File: config.mk
export PLATFORM = sky130hd
export DESIGN_NAME = i2c_cmd_seq
export DESIGN_NICKNAME = d
export VERILOG_FILES = /design/src/rtl/i2cseq_pkg.sv /design/src/rtl/i2cseq_decode.sv /design/src/rtl/i2cseq_fifo.sv /design/src/rtl/i2cseq_ctrl.sv /design/src/rtl/i2c_cmd_seq.sv
export SDC_FILE = /design/constraint.sdc
export NUM_CORES = 1
export LEC_CHECK = 0
export BUFFER_PORTS_ARGS = -buffer_cell sky130_fd_sc_hd__buf_2
export CORE_MARGIN = 4
export CORE_UTILIZATION = 55
export CTS_BUF_LIST = sky130_fd_sc_hd__clkbuf_2 sky130_fd_sc_hd__clkbuf_4 sky130_fd_sc_hd__clkbuf_8
export DETAILED_ROUTE_END_ITERATION = 8
export PLACE_DENSITY = 0.77
export SLEW_MARGIN = 20
export SYNTH_ARGS = -nofsm -noshare
export SYNTH_HDL_FRONTEND = slang
export SYNTH_SLANG_ARGS = --single-unit
File: constraint.sdc
create_clock -name clk -period 3.46 [get_ports clk]
set_clock_uncertainty 0.2 [all_clocks]
set_input_delay 0.173 -clock clk [delete_from_list [all_inputs] [get_ports clk]]
set_output_delay 0.173 -clock clk [all_outputs]
set_load 0.05 [all_outputs]
File: src/rtl/i2cseq_pkg.sv
// Shared types for the I2C master command sequencer.
// Assumes: command flag positions are fixed by the software-visible word.
package i2cseq_pkg;

    localparam int CMD_W   = 7;
    localparam int CB_RUN   = 0;
    localparam int CB_START = 1;
    localparam int CB_STOP  = 2;
    localparam int CB_ACK   = 3;
    localparam int CB_HS    = 4;
    localparam int CB_QCMD  = 5;
    localparam int CB_BURST = 6;

    typedef enum logic [1:0] {
        MS_IDLE = 2'd0,
        MS_TX   = 2'd1,
        MS_RX   = 2'd2
    } mstate_e;

    typedef enum logic [2:0] {
        OP_START  = 3'd0,
        OP_RSTART = 3'd1,
        OP_ADDR   = 3'd2,
        OP_RX     = 3'd3,
        OP_TX     = 3'd4,
        OP_STOP   = 3'd5
    } op_e;

    typedef enum logic [1:0] {
        DATA_NONE = 2'd0,
        DATA_RX   = 2'd1,
        DATA_TX   = 2'd2
    } data_e;

    typedef enum logic [2:0] {
        PH_IDLE, PH_START, PH_RSTART, PH_ADDR, PH_DATA, PH_STOP
    } phase_e;

    // Decoded action plan for one command.
    typedef struct packed {
        logic    legal;
        logic    illegal;
        logic    do_start;
        logic    do_rstart;
        data_e   data;
        logic    single;
        logic    ack_all;
        logic    do_stop;
        mstate_e next;
    } plan_t;

endpackage

File: src/rtl/i2cseq_decode.sv
// Command decoder: maps a command word, direction and current state to a plan.
// Purely combinational. Assumes an address phase always follows (re)start.
module i2cseq_decode
    import i2cseq_pkg::*;
(
    input  logic [CMD_W-1:0] cmd,
    input  logic             dir,
    input  mstate_e          cur,
    output plan_t            plan
);

    logic run, start, stop, ack, hs, qc, burst;

    assign run   = cmd[CB_RUN];
    assign start = cmd[CB_START];
    assign stop  = cmd[CB_STOP];
    assign ack   = cmd[CB_ACK];
    assign hs    = cmd[CB_HS];
    assign qc    = cmd[CB_QCMD];
    assign burst = cmd[CB_BURST];

    // Decode the flag combination against the current master state.
    always_comb begin
        plan      = '0;
        plan.next = cur;
        if (!hs && !qc && !(run && burst)) begin
            if (cur == MS_IDLE) begin
                if (start && run && !burst && !stop) begin
                    plan.legal    = 1'b1;
                    plan.do_start = 1'b1;
                    plan.next     = dir ? MS_RX : MS_TX;
                end
            end else if (start) begin
                if ((run || burst) && !(dir && stop && ack)) begin
                    plan.legal     = 1'b1;
                    plan.do_rstart = 1'b1;
                    plan.data      = dir ? DATA_RX : DATA_TX;
                    plan.single    = run;
                    plan.ack_all   = ack;
                    plan.do_stop   = stop;
                    plan.next      = stop ? MS_IDLE : (dir ? MS_RX : MS_TX);
                end
            end else if (run || burst) begin
                if (cur == MS_RX && stop && ack) begin
                    plan.illegal = 1'b1;
                end else begin
                    plan.legal   = 1'b1;
                    plan.data    = (cur == MS_RX) ? DATA_RX : DATA_TX;
                    plan.single  = run;
                    plan.ack_all = ack;
                    plan.do_stop = stop;
                    plan.next    = stop ? MS_IDLE : cur;
                end
            end else if (stop) begin
                plan.legal   = 1'b1;
                plan.do_stop = 1'b1;
                plan.next    = MS_IDLE;
            end
        end
    end

endmodule

File: src/rtl/i2cseq_fifo.sv
// Receive FIFO: synchronous write and read, head visible combinationally.
// Assumes the writer never pushes while full (the sequencer stalls instead).
module i2cseq_fifo #(
    parameter int W     = 8,
    parameter int DEPTH = 4
) (
    input  logic         clk,
    input  logic         rst_n,
    input  logic         push,
    input  logic [W-1:0] wdata,
    input  logic         pop,
    output logic [W-1:0] rdata,
    output logic         empty,
    output logic         full
);

    localparam int AW = (DEPTH > 1) ? $clog2(DEPTH) : 1;

    logic [W-1:0]  mem [DEPTH];
    logic [AW-1:0] wp, rp;
    logic [AW:0]   cnt;
    logic          do_push, do_pop;

    assign empty   = (cnt == '0);
    assign full    = (cnt == (AW+1)'(DEPTH));
    assign do_push = push && !full;
    assign do_pop  = pop && !empty;
    assign rdata   = mem[rp];

    // Store incoming bytes.
    always_ff @(posedge clk) begin
        if (do_push) mem[wp] <= wdata;
    end

    // Advance pointers and occupancy.
    always_ff @(posedge clk) begin
        if (!rst_n) begin
            wp  <= '0;
            rp  <= '0;
            cnt <= '0;
        end else begin
            if (do_push) wp <= (wp == AW'(DEPTH-1)) ? '0 : wp + 1'b1;
            if (do_pop)  rp <= (rp == AW'(DEPTH-1)) ? '0 : rp + 1'b1;
            cnt <= cnt + (AW+1)'(do_push) - (AW+1)'(do_pop);
        end
    end

endmodule

File: src/rtl/i2cseq_ctrl.sv
// Primitive sequencer: runs (re)start, address, data bytes and stop in order
// over a request/done handshake, then commits the next master state.
// Assumes eng_done is a one-cycle pulse given only while eng_req is high.
module i2cseq_ctrl
    import i2cseq_pkg::*;
#(
    parameter int CNT_W = 8
) (
    input  logic             clk,
    input  logic             rst_n,
    input  logic             cmd_wr,
    input  plan_t            plan,
    input  logic [CNT_W-1:0] burst_len,
    input  logic             eng_done,
    input  logic             fifo_full,
    output logic             eng_req,
    output op_e              eng_op,
    output logic             eng_ack,
    output logic             rx_push,
    output logic             busy,
    output logic             err,
    output mstate_e          mstate
);

    phase_e           phase, ph_next, ph_first;
    data_e            pl_data;
    logic             pl_ack, pl_stop;
    mstate_e          pl_next;
    logic [CNT_W-1:0] remain, req_cnt;

    // Phase that follows an address phase (or the first one with no start).
    function automatic phase_e after_addr(data_e d, logic [CNT_W-1:0] n, logic stp);
        if (d != DATA_NONE && n != '0) return PH_DATA;
        else if (stp)                  return PH_STOP;
        else                           return PH_IDLE;
    endfunction

    assign req_cnt  = plan.single ? CNT_W'(1) : burst_len;
    assign ph_first = plan.do_start  ? PH_START  :
                      plan.do_rstart ? PH_RSTART :
                      after_addr(plan.data, req_cnt, plan.do_stop);

    // Next phase: start on a legal command, advance on each done.
    always_comb begin
        ph_next = phase;
        if (phase == PH_IDLE) begin
            if (cmd_wr && plan.legal) ph_next = ph_first;
        end else if (eng_done) begin
            case (phase)
                PH_START, PH_RSTART: ph_next = PH_ADDR;
                PH_ADDR:  ph_next = after_addr(pl_data, remain, pl_stop);
                PH_DATA:  ph_next = (remain == CNT_W'(1)) ?
                                    (pl_stop ? PH_STOP : PH_IDLE) : PH_DATA;
                default:  ph_next = PH_IDLE;
            endcase
        end
    end

    // Latch the plan, count bytes, track error and master state.
    always_ff @(posedge clk) begin
        if (!rst_n) begin
            phase   <= PH_IDLE;
            pl_data <= DATA_NONE;
            pl_ack  <= 1'b0;
            pl_stop <= 1'b0;
            pl_next <= MS_IDLE;
            remain  <= '0;
            err     <= 1'b0;
            mstate  <= MS_IDLE;
        end else begin
            phase <= ph_next;
            if (phase == PH_IDLE && cmd_wr) begin
                if (plan.illegal) begin
                    err <= 1'b1;
                end else if (plan.legal) begin
                    err     <= 1'b0;
                    pl_data <= plan.data;
                    pl_ack  <= plan.ack_all;
                    pl_stop <= plan.do_stop;
                    pl_next <= plan.next;
                    remain  <= req_cnt;
                    if (ph_first == PH_IDLE) mstate <= plan.next;
                end
            end else if (phase != PH_IDLE && eng_done) begin
                if (phase == PH_DATA) remain <= remain - 1'b1;
                if (ph_next == PH_IDLE) mstate <= pl_next;
            end
        end
    end

    // Drive the engine request, code and ACK choice.
    always_comb begin
        busy    = (phase != PH_IDLE);
        eng_req = busy && !(phase == PH_DATA && pl_data == DATA_RX && fifo_full);
        eng_ack = pl_ack || (remain != CNT_W'(1));
        rx_push = eng_done && phase == PH_DATA && pl_data == DATA_RX;
        case (phase)
            PH_START:  eng_op = OP_START;
            PH_RSTART: eng_op = OP_RSTART;
            PH_ADDR:   eng_op = OP_ADDR;
            PH_DATA:   eng_op = (pl_data == DATA_TX) ? OP_TX : OP_RX;
            default:   eng_op = OP_STOP;
        endcase
    end

endmodule

File: src/rtl/i2c_cmd_seq.sv
// Top of the I2C master command sequencer: decoder, sequencer and RX FIFO.
// Assumes a bit engine that answers each request with a one-cycle done.
module i2c_cmd_seq
    import i2cseq_pkg::*;
#(
    parameter int DATA_W     = 8,
    parameter int CNT_W      = 8,
    parameter int FIFO_DEPTH = 4
) (
    input  logic              clk,
    input  logic              rst_n,
    input  logic              cmd_wr,
    input  logic [6:0]        cmd_bits,
    input  logic              dir_rd,
    input  logic [CNT_W-1:0]  burst_len,
    output logic              eng_req,
    output logic [2:0]        eng_op,
    output logic              eng_ack,
    input  logic              eng_done,
    input  logic [DATA_W-1:0] eng_rx_data,
    input  logic              fifo_rd,
    output logic [DATA_W-1:0] fifo_data,
    output logic              fifo_empty,
    output logic              fifo_full,
    output logic              busy,
    output logic              err,
    output logic [1:0]        mstate
);

    plan_t   plan;
    mstate_e st;
    op_e     op;
    logic    rx_push;

    assign mstate = st;
    assign eng_op = op;

    i2cseq_decode u_dec (
        .cmd  (cmd_bits),
        .dir  (dir_rd),
        .cur  (st),
        .plan (plan)
    );

    i2cseq_ctrl #(.CNT_W(CNT_W)) u_ctrl (
        .clk       (clk),
        .rst_n     (rst_n),
        .cmd_wr    (cmd_wr),
        .plan      (plan),
        .burst_len (burst_len),
        .eng_done  (eng_done),
        .fifo_full (fifo_full),
        .eng_req   (eng_req),
        .eng_op    (op),
        .eng_ack   (eng_ack),
        .rx_push   (rx_push),
        .busy      (busy),
        .err       (err),
        .mstate    (st)
    );

    i2cseq_fifo #(.W(DATA_W), .DEPTH(FIFO_DEPTH)) u_fifo (
        .clk   (clk),
        .rst_n (rst_n),
        .push  (rx_push),
        .wdata (eng_rx_data),
        .pop   (fifo_rd),
        .rdata (fifo_data),
        .empty (fifo_empty),
        .full  (fifo_full)
    );

endmodule

Word-level counts from Yosys, hierarchy flattened:

Memory sizes are Yosys's and may differ from the RTL's. A register that Yosys moved wholly into a read port is not among the register bits.
Index checks and enable logic that the tools add are counted.

* shift operators: 0
* multiply operators: 0
* equality and inequality tests: 15
* div/mod/pow operators: 0
* magnitude comparators: 0
* $add $sub $neg: 5
* mux-type cells: 61
* bitwise operators: 1
* reductions and logical operators: 53

Operators by type and width (number)
* $mux W8: 7
* $mux W3: 13
* $mux W2: 17
* $logic_and A1 B1 Y1: 23
* $mux W1: 17
* $reduce_bool A8 Y1: 2
* $mux W7: 2
* $logic_not A3 Y1: 4
* $pmux W3 S4: 1
* $reduce_bool A2 Y1: 6
* $mux W11: 1
* $logic_not A1 Y1: 9
* $pmux W3 S3: 1
* $eq A2 B2 Y1 const B: 4
* $eq A8 B1 Y1 const B: 1
* $ne A8 B1 Y1 const B: 1
* $sub A8 B1 Y8 const B: 1
* $eq A3 B2 Y1 const B: 2
* $eq A3 B3 Y1 const B: 2
* $mux W6: 1
* $reduce_and A5 Y1: 1
* $add A2 B1 Y2 const B: 2
* $mux W4: 1
* $ne A2 B2 Y1 const B: 2
* 13 further kinds: 14

* input port bits: 29
* ROM bits: 0
* output and inout bits: 19
* word-level logic and storage cells: 147
* bits in latches: 0
* flip-flop bits (word level): 27
* memory bits (writable): 32
* memories kept: 1

Memories
* u_fifo.mem: depth 4, width 8, rd ports 1, clocked after Yosys merged registers in 1, write ports 1, line i2cseq_fifo.sv:19 `logic [W-1:0] mem [DEPTH];`

Longest topological paths before layout:

Gate-level depths: netlist (run 1).

* depth after elaboration: 20
* gate-level depth with buffers: 11
* depth with buffers taken out: 11

Hierarchy:

A second synthesis (run 1) with hierarchy kept.

* cells, all modules: 316
* area, all modules: 3353.2 um^2

Modules (own cells, without submodules)
* i2cseq_fifo: area an instance 1659.1 um^2, seq. area each 1141.1 um^2, cells each 95, times used 1
* i2cseq_ctrl: area an instance 1392.6 um^2, seq. area each 400.4 um^2, cells each 179, times used 1
* i2cseq_decode: area an instance 301.5 um^2, seq. area each 0.0 um^2, cells each 42, times used 1

Worst setup path after synthesis (run 1):

No wires, ideal clock.

* kind: flip-flop to flip-flop
* from: register u_fifo.cnt[1]
* to: register u_fifo.cnt[2]
* data required time: 3.132 ns
* cell stages (with the launch flop): 12
* data arrival time: 3.031 ns
* path slack: 0.101 ns
* cells stage by stage: dfxtp_1 -> nor3_1 -> nand2b_1 -> inv_1 -> ha_1 -> inv_1 -> ha_1 -> inv_1 -> fa_1 -> xor2_1 -> xnor2_1 -> nor2_1

* elaborated cells between the ends (all ways): 8

RTL lines
* start, declared: line i2cseq_fifo.sv:21 `logic [AW:0] cnt;`
* start signal, assigned: line i2cseq_fifo.sv:44 `cnt <= cnt + (AW+1)'(do_push) - (AW+1)'(do_pop);`
* $logic_not A3 Y1: line i2cseq_fifo.sv:24 `assign empty = (cnt == '0);`
* net fifo_empty: line i2c_cmd_seq.sv:23 `output logic fifo_empty,`
* $logic_not A1 Y1: line i2cseq_fifo.sv:27 `assign do_pop = pop && !empty;`
* $logic_and A1 B1 Y1: line i2cseq_fifo.sv:27
* net u_fifo.do_pop: line i2cseq_fifo.sv:22 `logic do_push, do_pop;`
* $sub A3 B1 Y3: line i2cseq_fifo.sv:44

The timed path passes the listed nets, and every way through them passes these cells.
A chain may end at the register's enable or synchronous reset.

Worst setup path after layout (run 1):

* from: register u_ctrl.phase[2]
* to: register u_fifo.cnt[2]

* cells in the longest elaborated chain, start to end: 6

RTL lines
* start, declared: line i2cseq_ctrl.sv:25 `phase_e phase, ph_next, ph_first;`
* start signal, assigned: line i2cseq_ctrl.sv:71 `phase <= ph_next;`
* $eq A3 B3 Y1: line i2cseq_ctrl.sv:96 `rx_push = eng_done && phase == PH_DATA && pl_data == DATA_RX;`
* $logic_and A1 B1 Y1 (2 in a row): line i2cseq_ctrl.sv:96
* $logic_and A1 B1 Y1: line i2cseq_fifo.sv:26 `assign do_push = push && !full;`
* net u_fifo.do_push: line i2cseq_fifo.sv:22
* $add A3 B1 Y3: line i2cseq_fifo.sv:44
* $sub A3 B1 Y3: line i2cseq_fifo.sv:44

The timed path passes the listed nets, and every way through them passes these cells.

==> results of run 1 <==
per-stage QoR:
stage          worst slack (ps)  cell area, sq um  hold WS [ps]
2_1_floorplan             101.4              3182         71.87
3_3_place_gp              613.7              3445         187.3
3_5_place_dp              510.0              3445         191.1
4_1_cts                   504.0              3829         14.80
5_1_grt                   275.6              3829         42.96
6_report                  513.2              3829         36.88
path summary, 6_finish.rpt:
check / endpoint / cells after the start / slack, ps
setup / recovery: u_fifo.cnt[2] / 10 / 510
hold / removal: u_ctrl.remain[1] / 3 / 40
setup reg to reg: u_fifo.cnt[2] / 10 / 510
hold reg to reg: u_ctrl.pl_next[1] / 2 / 310
synth_stat cells (all sizes together), types with 2 or more instances:
| master | n |
|---|---|
| nand2b | 4 |
| nand2 | 23 |
| dfxtp | 29 |
| nand3 | 10 |
| or2 | 3 |
| buf | 5 |
| a211oi | 3 |
| o211ai | 2 |
| mux4 | 8 |
| a221oi | 6 |
| inv | 17 |
| edfxtp | 32 |
| nor2 | 35 |
| a32oi | 4 |
| or4 | 3 |
| a21oi | 16 |
| and2 | 9 |
| a2bb2oi | 2 |
| xnor2 | 3 |
| nor3 | 17 |
| nor3b | 2 |
| o2bb2ai | 2 |
| o21ai | 12 |
| o21a | 2 |
| a31oi | 4 |
| mux2i | 8 |
| o22ai | 2 |
| a22oi | 2 |
| xor2 | 4 |
| ha | 9 |
| clkbuf | 9 |
layer usage:
metal / vias to the layer above / global-route usage (%) / wire, um
li1: 1264 / - / -
met1: 1171 / 24.91 / 2964
met2: 72 / 35.01 / 3584
met3: 6 / 5.133 / 320
met4: 0 / 8.187 / 63
met5: - / 0 / 0
sequential cells by signal (all words and copies together), names as in the netlist, named ones only:
signal and cells:
u_ctrl.phase 3, u_ctrl.err 1, u_fifo.wp 2, u_ctrl.remain 8
u_fifo.rp 2, u_ctrl.pl_ack 1, u_ctrl.pl_stop 1, u_ctrl.pl_next 2
u_fifo.cnt 3, u_ctrl.mstate 2, u_ctrl.pl_data 2, u_fifo.mem 32
layout by cell type, fill, tap and decap left out, types with 8 or more instances in the layout:
master | netlist | final
nand2_1 | 23 | 23
inv_1 | 17 | 17
o21ai_0 | 8 | 8
ha_1 | 9 | 9
buf_2 | 2 | 47
clkbuf_8 | 0 | 9
nor2_1 | 35 | 35
nor3_1 | 16 | 16
a21oi_1 | 16 | 16
and2_1 | 8 | 8
dfxtp_1 | 29 | 29
mux4_2 | 8 | 8
edfxtp_1 | 32 | 32
dlygate4sd3_1 | 0 | 17
mux2i_1 | 8 | 8
nand3_1 | 10 | 10
worst max-delay path, stage by stage, from the launching register on:
cell and delay (ps):
dfxtp_1 530, nor3b_2 230, buf_4 170, nand2_1 190
nor3_2 460, ha_1 240, inv_1 50, fa_1 400
xor2_1 170, xnor2_1 130, nor2_1 50
layout make-up:
cell class                 count  area (sq um)
timing repair buffer          65         412.9
inverter                      17         63.81
clock inverter                 7         90.09
clock buffer                   9         123.9
tap                           72         90.09
multi-input combinational    215          1506
sequential                    61          1541
fill                         440          1745
power by group through the flow:
stage	Sequential, W	Clock, W	Combinational [W]
after floorplan	0.000825	0	0.000388
after global placement	0.000857	0	0.000449
after detailed placement	0.000857	0	0.000455
after CTS	0.000842	0.000690	0.000470
after global routing	0.000849	0.000738	0.000503
final	0.000839	0.000682	0.000466
timing repair:
item                                   CTS  global route
buffers inserted                         0             0
gates resized for setup                  0             0
hold buffers                            17             0
endpoints found under the hold margin   43             0
kinds of logic (layout without fill, tap and decap cells):
kind of cell,count (synthesis),after routing
compound gates,69,69
xor+xnor,7,7
fa+ha+maj,10,10
buf+inv,31,98
flops,61,61
mux,16,16
simple gates,113,113
==> flow_summary.toml, run 1 <==
[outcome]
status = "complete, no violations"

[power_and_ir_drop]
peakVddDrop_uv = 387.7
sw_frac_of_total_pct = 31.14
powerDensity_nw_per_um2 = 519.2
seq_power_share_pct = 42.2
p_switching_w = 0.0006190
power_leakage_nw = 1.446
p_int_w = 0.001369
clock_power_share_pct = 34.3
pwr-share-comb_pct = 23.4
power_w = 0.001988

[worst_setup_path]
critical_path_class = "flop to flop"
r2r-start = "u_ctrl.phase[2]"
required_ps = 3450
startpoint = "u_ctrl.phase[2]"
cp_max_fo = 13
start_kind = "flop"
critPathArrivalTime_ps = 2940
endpoint_kind = "flop"

[placement]
numPortBuffers = 47
routabilityCongestion = 0.8609
dp_hpwl_um = 4913
dp.cells = 413

[cts]
htreeDepth = 3
cts.clk_slew.worst_paths_ps = 70
cts_tree = "built"
clkSinkCount = 61
insertion_delay_ps = 330
clk_path_buf_depth = 2
cts-root-buf = "clkbuf_8"
cts_made_buffers = 9

[synth]
synth_xor_area_share_pct = 1.927
yosysWarnings = 0
synth_top_area_share_pct = 30.20
ys_seq_area_share_pct = 48.45
synth_ff_type = "edfxtp_1"
synth_mux_area_share_pct = 8.179
synth_compound_area_share_pct = 15.26
async_flop_share_pct = 0
syn-cell-area_sq_um = 3182
synth_top_family_by_area = "simple AND/OR/NAND/NOR gates"
synth_area_leaders = "edfxtp_1 30%, dfxtp_1 18%, mux4_2 5.7%, nor2_1 4.1%, ha_1 3.5%"
synth-adder-area-share_pct = 4.168
yosysUniqueCellTypes = 59
avgSynthCellArea_sq_um = 10.36
synth_top_area_cell = "edfxtp_1"
synthCells = 307
synthesis.nets = 346
yosys.area_share.simple_pct = 17.81
synth_edf_count = 32
synth_seq_cells = 61

[global_routing]
grt_start_max_net_pins = 25
grt_pass1_vias = 2429
grt_pass1_wl_um = 11490
grt_use_total_pct = 20.60
grt_antenna_before_repair = 0
gr-total-overflow = 0

[timing]
max-slew-margin-rel_pct = 50.53
finalSetupViolations = 0
fmax_ghz = 0.3394
drv_slew = 0
hold_viol = 0
tightest_slew_ps = 741.3
rsz0062_at_grt = "no"
min_period_ps = 2947
setup-tns-final_ps = 0
post-route-period-util_pct = 85.17

[final_layout]
drive_gt1_share_pct = 21.12
post-route-util_pct = 68.69
diodes = 0
syn_to_final_growth_pct = 20.33
final_nets = 408
stdcell_count = 446

[floorplan]
die_height_um = 84.06
row_count = 27
die_area_sq_um = 7066
fp.dieW_um = 84.06
io_pins = 48
start_util_pct = 57.08
core_sq_um = 5574

[min_path]
hold_class = "primary input to flop"
min_from = "burst_len[1]"

[route]
drt_iter0_drc = 86
routed_via_density = 5.635
routed_wl_um = 6932
dr.pass1.iters = 4
ant_nets = 0
post_drt_wl_per_cell_um = 15.54
via_count = 2513
drc_errors = 0

[flow_run]
cap_violations = 0
Power figures use the tool's default switching activity.
==> run 2, diff against run 1 <==
--- a/config.mk
+++ b/config.mk
@@ -7,10 +7,10 @@
 export LEC_CHECK = 0
 export BUFFER_PORTS_ARGS = -buffer_cell sky130_fd_sc_hd__buf_2
 export CORE_MARGIN = 4
-export CORE_UTILIZATION = 55
+export CORE_UTILIZATION = 59
 export CTS_BUF_LIST = sky130_fd_sc_hd__clkbuf_2 sky130_fd_sc_hd__clkbuf_4 sky130_fd_sc_hd__clkbuf_8
 export DETAILED_ROUTE_END_ITERATION = 8
-export PLACE_DENSITY = 0.77
+export PLACE_DENSITY = 0.82
 export SLEW_MARGIN = 20
 export SYNTH_ARGS = -nofsm -noshare
 export SYNTH_HDL_FRONTEND = slang
==> run 2 against run 1 <==
Compared with the run above: sequential share of layout area unchanged; sequential power about the same; register-to-register slack better by 150 ps; global-route usage up 2.4 points; worst setup slack better by 150 ps; cell count down 0.90%; wire length up 1.5%; clock power up 10%; non-clock buffer count down 2.
==> flow_summary.toml, run 2 (synthesis results as in run 1) <==
[outcome]
status = "complete, no violations"

[min_path]
min_from = "burst_len[6]"
hold_class = "primary input to flop"

[final_layout]
largest_reg_flops = 32
largest-register = "u_fifo.mem"
drive_gt1_share_pct = 21.77
largest_registers = "u_fifo.mem (32), u_ctrl.remain (8)"
stdcell_count = 442
layout_common_cells = "47 x buf_2, 35 x nor2_1, 32 x edfxtp_1"
final_common_cell = "buf_2"
diodes = 0
syn_to_final_growth_pct = 20.33
final_nets = 406

[timing]
hold_viol = 0
fmax_ghz = 0.3572
drv_slew = 0
hold_slack_ps = 13.90
rsz0062_at_grt = "no"
setup-tns-final_ps = 0
min_period_ps = 2799
tightest_slew_ps = 762.6
post-route-period-util_pct = 80.90
finalSetupViolations = 0
max-slew-margin-rel_pct = 49.16

[global_routing]
grt_start_max_net_pins = 25
grt_pass1_vias = 2493
grt_use_total_pct = 23.01
busiest_layer = "met2"
gr-usage-met2_pct = 39.90
grt_pass1_wl_um = 11520
gr-total-overflow = 0
met1_usage_pct = 27.01
grt_antenna_before_repair = 0
gr-usage-met3_pct = 4.605

[cts]
cts-root-buf = "clkbuf_8"
cts_tree = "built"
post-cts-setup-buffers = 0
cts.clk_slew.worst_paths_ps = 70
cts_made_buffers = 9
insertion_delay_ps = 330
htreeDepth = 3
clkSinkCount = 61
clk_path_buf_depth = 2

[floorplan]
die_area_sq_um = 6632
io_pins = 48
core_sq_um = 5172
start_util_pct = 61.51
die_height_um = 81.44
fp.dieW_um = 81.44
row_count = 26

[placement]
numPortBuffers = 47
routabilityCongestion = 0.9765
dp_hpwl_um = 5081
dp.cells = 412

[power_and_ir_drop]
seq_power_share_pct = 40.7
powerDensity_nw_per_um2 = 539.2
clock_power_share_pct = 36.5
pwr-share-comb_pct = 22.8
sw_frac_of_total_pct = 29.28
p_int_w = 0.001460
peakVddDrop_uv = 290.1
p_switching_w = 0.0006044
power_leakage_nw = 1.458

[route]
dr.pass1.iters = 5
routed_via_density = 5.912
via_count = 2613
post_drt_wl_per_cell_um = 15.91
drt_iter0_drc = 155
ant_nets = 0
routed_wl_um = 7034
drc_errors = 0

[worst_setup_path]
cp_max_fo = 13
start_kind = "flop"
critical_path_class = "flop to flop"
required_ps = 3450
r2r-start = "u_ctrl.phase[2]"
critPathArrivalTime_ps = 2780
startpoint = "u_ctrl.phase[2]"
endpoint_kind = "flop"

[flow_run]
cap_violations = 0
[run 2: path summary, 6_finish.rpt]
| check | cells after the start | to | slack (ps) |
|---|---|---|---|
| hold reg to reg | 2 | u_ctrl.pl_next[0] | 300 |
| setup / recovery | 11 | u_fifo.cnt[2] | 660 |
| setup reg to reg | 11 | u_fifo.cnt[2] | 660 |
| hold / removal | 3 | u_ctrl.remain[6] | 10 |
[run 2: layout make-up]
type | instances | area [sq um]
clock inverters | 5 | 100.1
well taps | 70 | 87.58
clock buffers | 11 | 138.9
multi-input cells | 215 | 1506
inverters | 17 | 63.81
repair buffers | 63 | 390.4
fillers | 351 | 1344
flip-flops and latches | 61 | 1541
[run 2: power groups by stage]
stage | sequential [W] | clock [W] | combinational (W)
2_1_floorplan | 0.000825 | 0 | 0.000388
3_3_place_gp | 0.000855 | 0 | 0.000449
3_5_place_dp | 0.000857 | 0 | 0.000463
4_1_cts | 0.000843 | 0.000763 | 0.000476
5_1_grt | 0.000849 | 0.000806 | 0.000510
6_report | 0.000841 | 0.000753 | 0.000471
[run 2: metal layers]
layer  vias up  wire, um
li1       1261         -
met1      1213      2827
met2       120      3566
met3        19       459
met4         0       179
met5         -         0
[run 2: repair_timing]
action | in CTS | in global routing
hold buffers | 14 | 0
hold endpoints to repair | 41 | 0
resized for setup | 0 | 0
[run 2: critical path, cell delays in order (launching register included)]
cell     delay, ps
dfxtp_1        550
nor3b_2        230
buf_4          170
nand2_1        180
nor3_2         210
buf_4          170
ha_1           140
inv_1           50
fa_1           400
xor2_1         180
xnor2_1        130
nor2_1          60
[run 2: per-stage QoR]
step	setup slack, ps	total power (W)	utilization (%)	cell area, sq um
global placement	785.0	0.001303	66.69	3450
floorplan	101.4	0.001214	-	3182
CTS	668.7	0.002082	74.02	3829
finish	660.8	0.002064	74.02	3829
detailed placement	669.1	0.001320	66.69	3450
global route	483.3	0.002165	74.02	3829
==> run 3, diff against run 2 <==
--- a/config.mk
+++ b/config.mk
@@ -7,10 +7,10 @@
 export LEC_CHECK = 0
 export BUFFER_PORTS_ARGS = -buffer_cell sky130_fd_sc_hd__buf_2
 export CORE_MARGIN = 4
-export CORE_UTILIZATION = 59
+export CORE_UTILIZATION = 53
 export CTS_BUF_LIST = sky130_fd_sc_hd__clkbuf_2 sky130_fd_sc_hd__clkbuf_4 sky130_fd_sc_hd__clkbuf_8
 export DETAILED_ROUTE_END_ITERATION = 8
-export PLACE_DENSITY = 0.82
+export PLACE_DENSITY = 0.78
 export SLEW_MARGIN = 20
 export SYNTH_ARGS = -nofsm -noshare
 export SYNTH_HDL_FRONTEND = slang
==> constraint.sdc (replaced) <==
create_clock -name clk -period 2.4 [get_ports clk]
set_clock_uncertainty 0.2 [all_clocks]
set_input_delay 0.12 -clock clk [delete_from_list [all_inputs] [get_ports clk]]
set_output_delay 0.12 -clock clk [all_outputs]
set_load 0.05 [all_outputs]
==> run 3 against run 2 <==
Compared with the run above: sequential share of layout area shrank 2.0 points; sequential power is 45% higher; via count grew 2.9%; utilization down 2.9 points; non-clock buffer count increased by 22; power is 39% higher; highest routed layer unchanged.
==> flow_summary.toml, run 3 (synthesis results as in run 1) <==
[outcome]
status = "complete, no violations"

[timing]
finalSetupViolations = 0
hold_viol = 0
drv_slew = 0
min_period_ps = 2337
hold_slack_ps = 16.54
layout_setup_ws_ps = 63.18
tightest_slew_ps = 523.8
setup-tns-final_ps = 0
max-slew-margin-rel_pct = 64.59
post-route-period-util_pct = 97.37
rsz0062_at_grt = "no"
fmax_ghz = 0.4279

[final_layout]
final_nets = 428
layout_common_cells = "47 x buf_2, 35 x nor2_1, 32 x edfxtp_1"
finalInstanceArea_sq_um = 4039
syn_to_final_growth_pct = 26.94
largest_reg_flops = 32
diodes = 0
largest_registers = "u_fifo.mem (32), u_ctrl.remain (8)"
largest-register = "u_fifo.mem"
n_fill_cell = 423
final_common_cell = "buf_2"
drive_gt1_share_pct = 27.92

[worst_setup_path]
r2r_end = "u_fifo.cnt[2]"
cp_top_family = "buffers and inverters"
cpMaxStageDelayCell = "dlygate4sd3_1"
path_cells = "dlygate4sd3_1 -> buf_2 -> or4_1 -> nor4_2 -> buf_4 -> a221oi_2 -> o31ai_1 -> buf_4 -> mux2i_1"
start_kind = "primary input"
critPathArrivalTime_ps = 2400
critical_path_class = "primary input to flop"
slowest_delay_ps = 560
r2r-start = "u_fifo.cnt[0]"
reg2reg_depth = 11
endpoint_kind = "flop"
r2r_slack_ps = 150
cp_max_fo = 3
path_common_cell = "buf_4"
required_ps = 2460
cp_num_buf_inv = 4

[floorplan]
fp.dieW_um = 85.48
start_util_pct = 56.06
core_sq_um = 5675
die_height_um = 85.48
row_count = 27
io_pins = 48
die_area_sq_um = 7307

[power_and_ir_drop]
clock_power_share_pct = 30.4
peakVddDrop_uv = 448.2
seq_power_share_pct = 42.6
sw_frac_of_total_pct = 31.83
pwr-share-comb_pct = 27.1
powerDensity_nw_per_um2 = 711.0
p_int_w = 0.001958
power_leakage_nw = 1.544
power_w = 0.002872
p_switching_w = 0.0009139

[cts]
insertion_delay_ps = 330
clkSinkCount = 61
cts_tree = "built"
post-cts-setup-buffers = 0
cts_made_buffers = 9
htreeDepth = 3
cts-root-buf = "clkbuf_8"
clk_path_buf_depth = 2
cts.clk_slew.worst_paths_ps = 70

[min_path]
hold_depth = 5
hold_class = "primary input to flop"
whs_endpoint = "u_ctrl.remain[0]"
min_from = "burst_len[0]"

[global_routing]
grt_pass1_vias = 2595
grt_use_total_pct = 20.43
grt_pass1_wl_um = 11810
grt_start_max_net_pins = 16
grt_antenna_before_repair = 0
gr-total-overflow = 0

[route]
route.met2.wl_um = 3506
via_count = 2688
drt_iter0_drc = 113
maxUsedRoutingLayer = "met4"
routed_via_density = 5.768
wl_met1_um = 3010
drc_errors = 0
post_drt_wl_per_cell_um = 15.22
dr.pass1.iters = 5
ant_nets = 0
wl_met3_um = 446
routed_wl_um = 7093

[placement]
dp_hpwl_um = 5242
numPortBuffers = 47
placedInstanceArea_sq_um = 3637
routabilityCongestion = 0.9355
place_ws_ps = 161.4

[flow_run]
cap_violations = 0
## run 3: cell count changes in the layout (fill, tap and decap cells not counted), moves of 2 or more
| cell | before | now |
|---|---|---|
| buf_4 | 2 | 18 |
| bufinv_16 | 3 | 1 |
| dfxtp_1 | 29 | 26 |
| dfxtp_2 | 0 | 3 |
| dlygate4sd3_1 | 14 | 20 |
| ha_1 | 9 | 7 |
| ha_4 | 0 | 2 |
| inv_1 | 17 | 14 |
| inv_2 | 0 | 3 |
| nor3_4 | 0 | 2 |
## run 3: power groups by stage
stage / clock (W) / sequential [W] / combinational [W]
floorplan: 0 / 0.00121 / 0.000629
global placement: 0 / 0.00125 / 0.000736
detailed placement: 0 / 0.00125 / 0.000756
CTS: 0.000885 / 0.00123 / 0.000782
global route: 0.000949 / 0.00124 / 0.000836
finish: 0.000872 / 0.00122 / 0.000777
## run 3: layout make-up
type	instances	area (sq um)	share of cell area, %
repair buffers	85	570.5	14.13
clock buffers	11	138.9	3.439
inverters	17	63.81	1.580
clock inverters	5	51.30	1.270
flip-flops and latches	61	1545	38.26
multi-input cells	215	1579	39.10
well taps	72	90.09	2.230
## run 3: through the flow
step / utilization [%] / cells
detailed placement: 64.09 / 430
floorplan: - / 307
finish: 71.16 / 466
global route: 71.16 / 466
CTS: 70.97 / 466
global placement: 64.09 / 430
## run 3: repair_timing
action	in CTS	in global routing
setup endpoints to repair	0	3
resized for setup	0	2
endpoints found under the hold margin	47	0
hold buffers	20	0
## run 3: routing by layer
metal / track usage (%) / up-vias
met5: 0 / -
met2: 35.17 / 96
li1: - / 1311
met3: 3.883 / 14
met1: 25.09 / 1267
met4: 8.345 / 0
## run 3: worst reg2reg max path, delay by kind of cell (launching register included)
| kind | cells | cell delay [ps] |
|---|---|---|
| flip-flops | 1 | 340 |
| AND/OR/NAND/NOR | 3 | 410 |
| adder cells (fa/ha/maj) | 3 | 700 |
| buffers and inverters | 3 | 140 |
| XOR/XNOR | 2 | 340 |
## run 3: worst max path at each step
stage                     start  slack, ps  depth (start not counted)               end
5_1_grt            burst_len[6]         20                          9  u_ctrl.mstate[0]
3_3_place_gp   u_ctrl.mstate[0]        220                          6  u_ctrl.mstate[0]
4_1_cts            burst_len[6]         20                          9  u_ctrl.mstate[1]
3_5_place_dp      u_fifo.cnt[0]        160                         11     u_fifo.cnt[2]
2_1_floorplan     u_fifo.cnt[0]       -160                         11     u_fifo.cnt[2]
6_report           burst_len[6]         60                          9  u_ctrl.mstate[1]
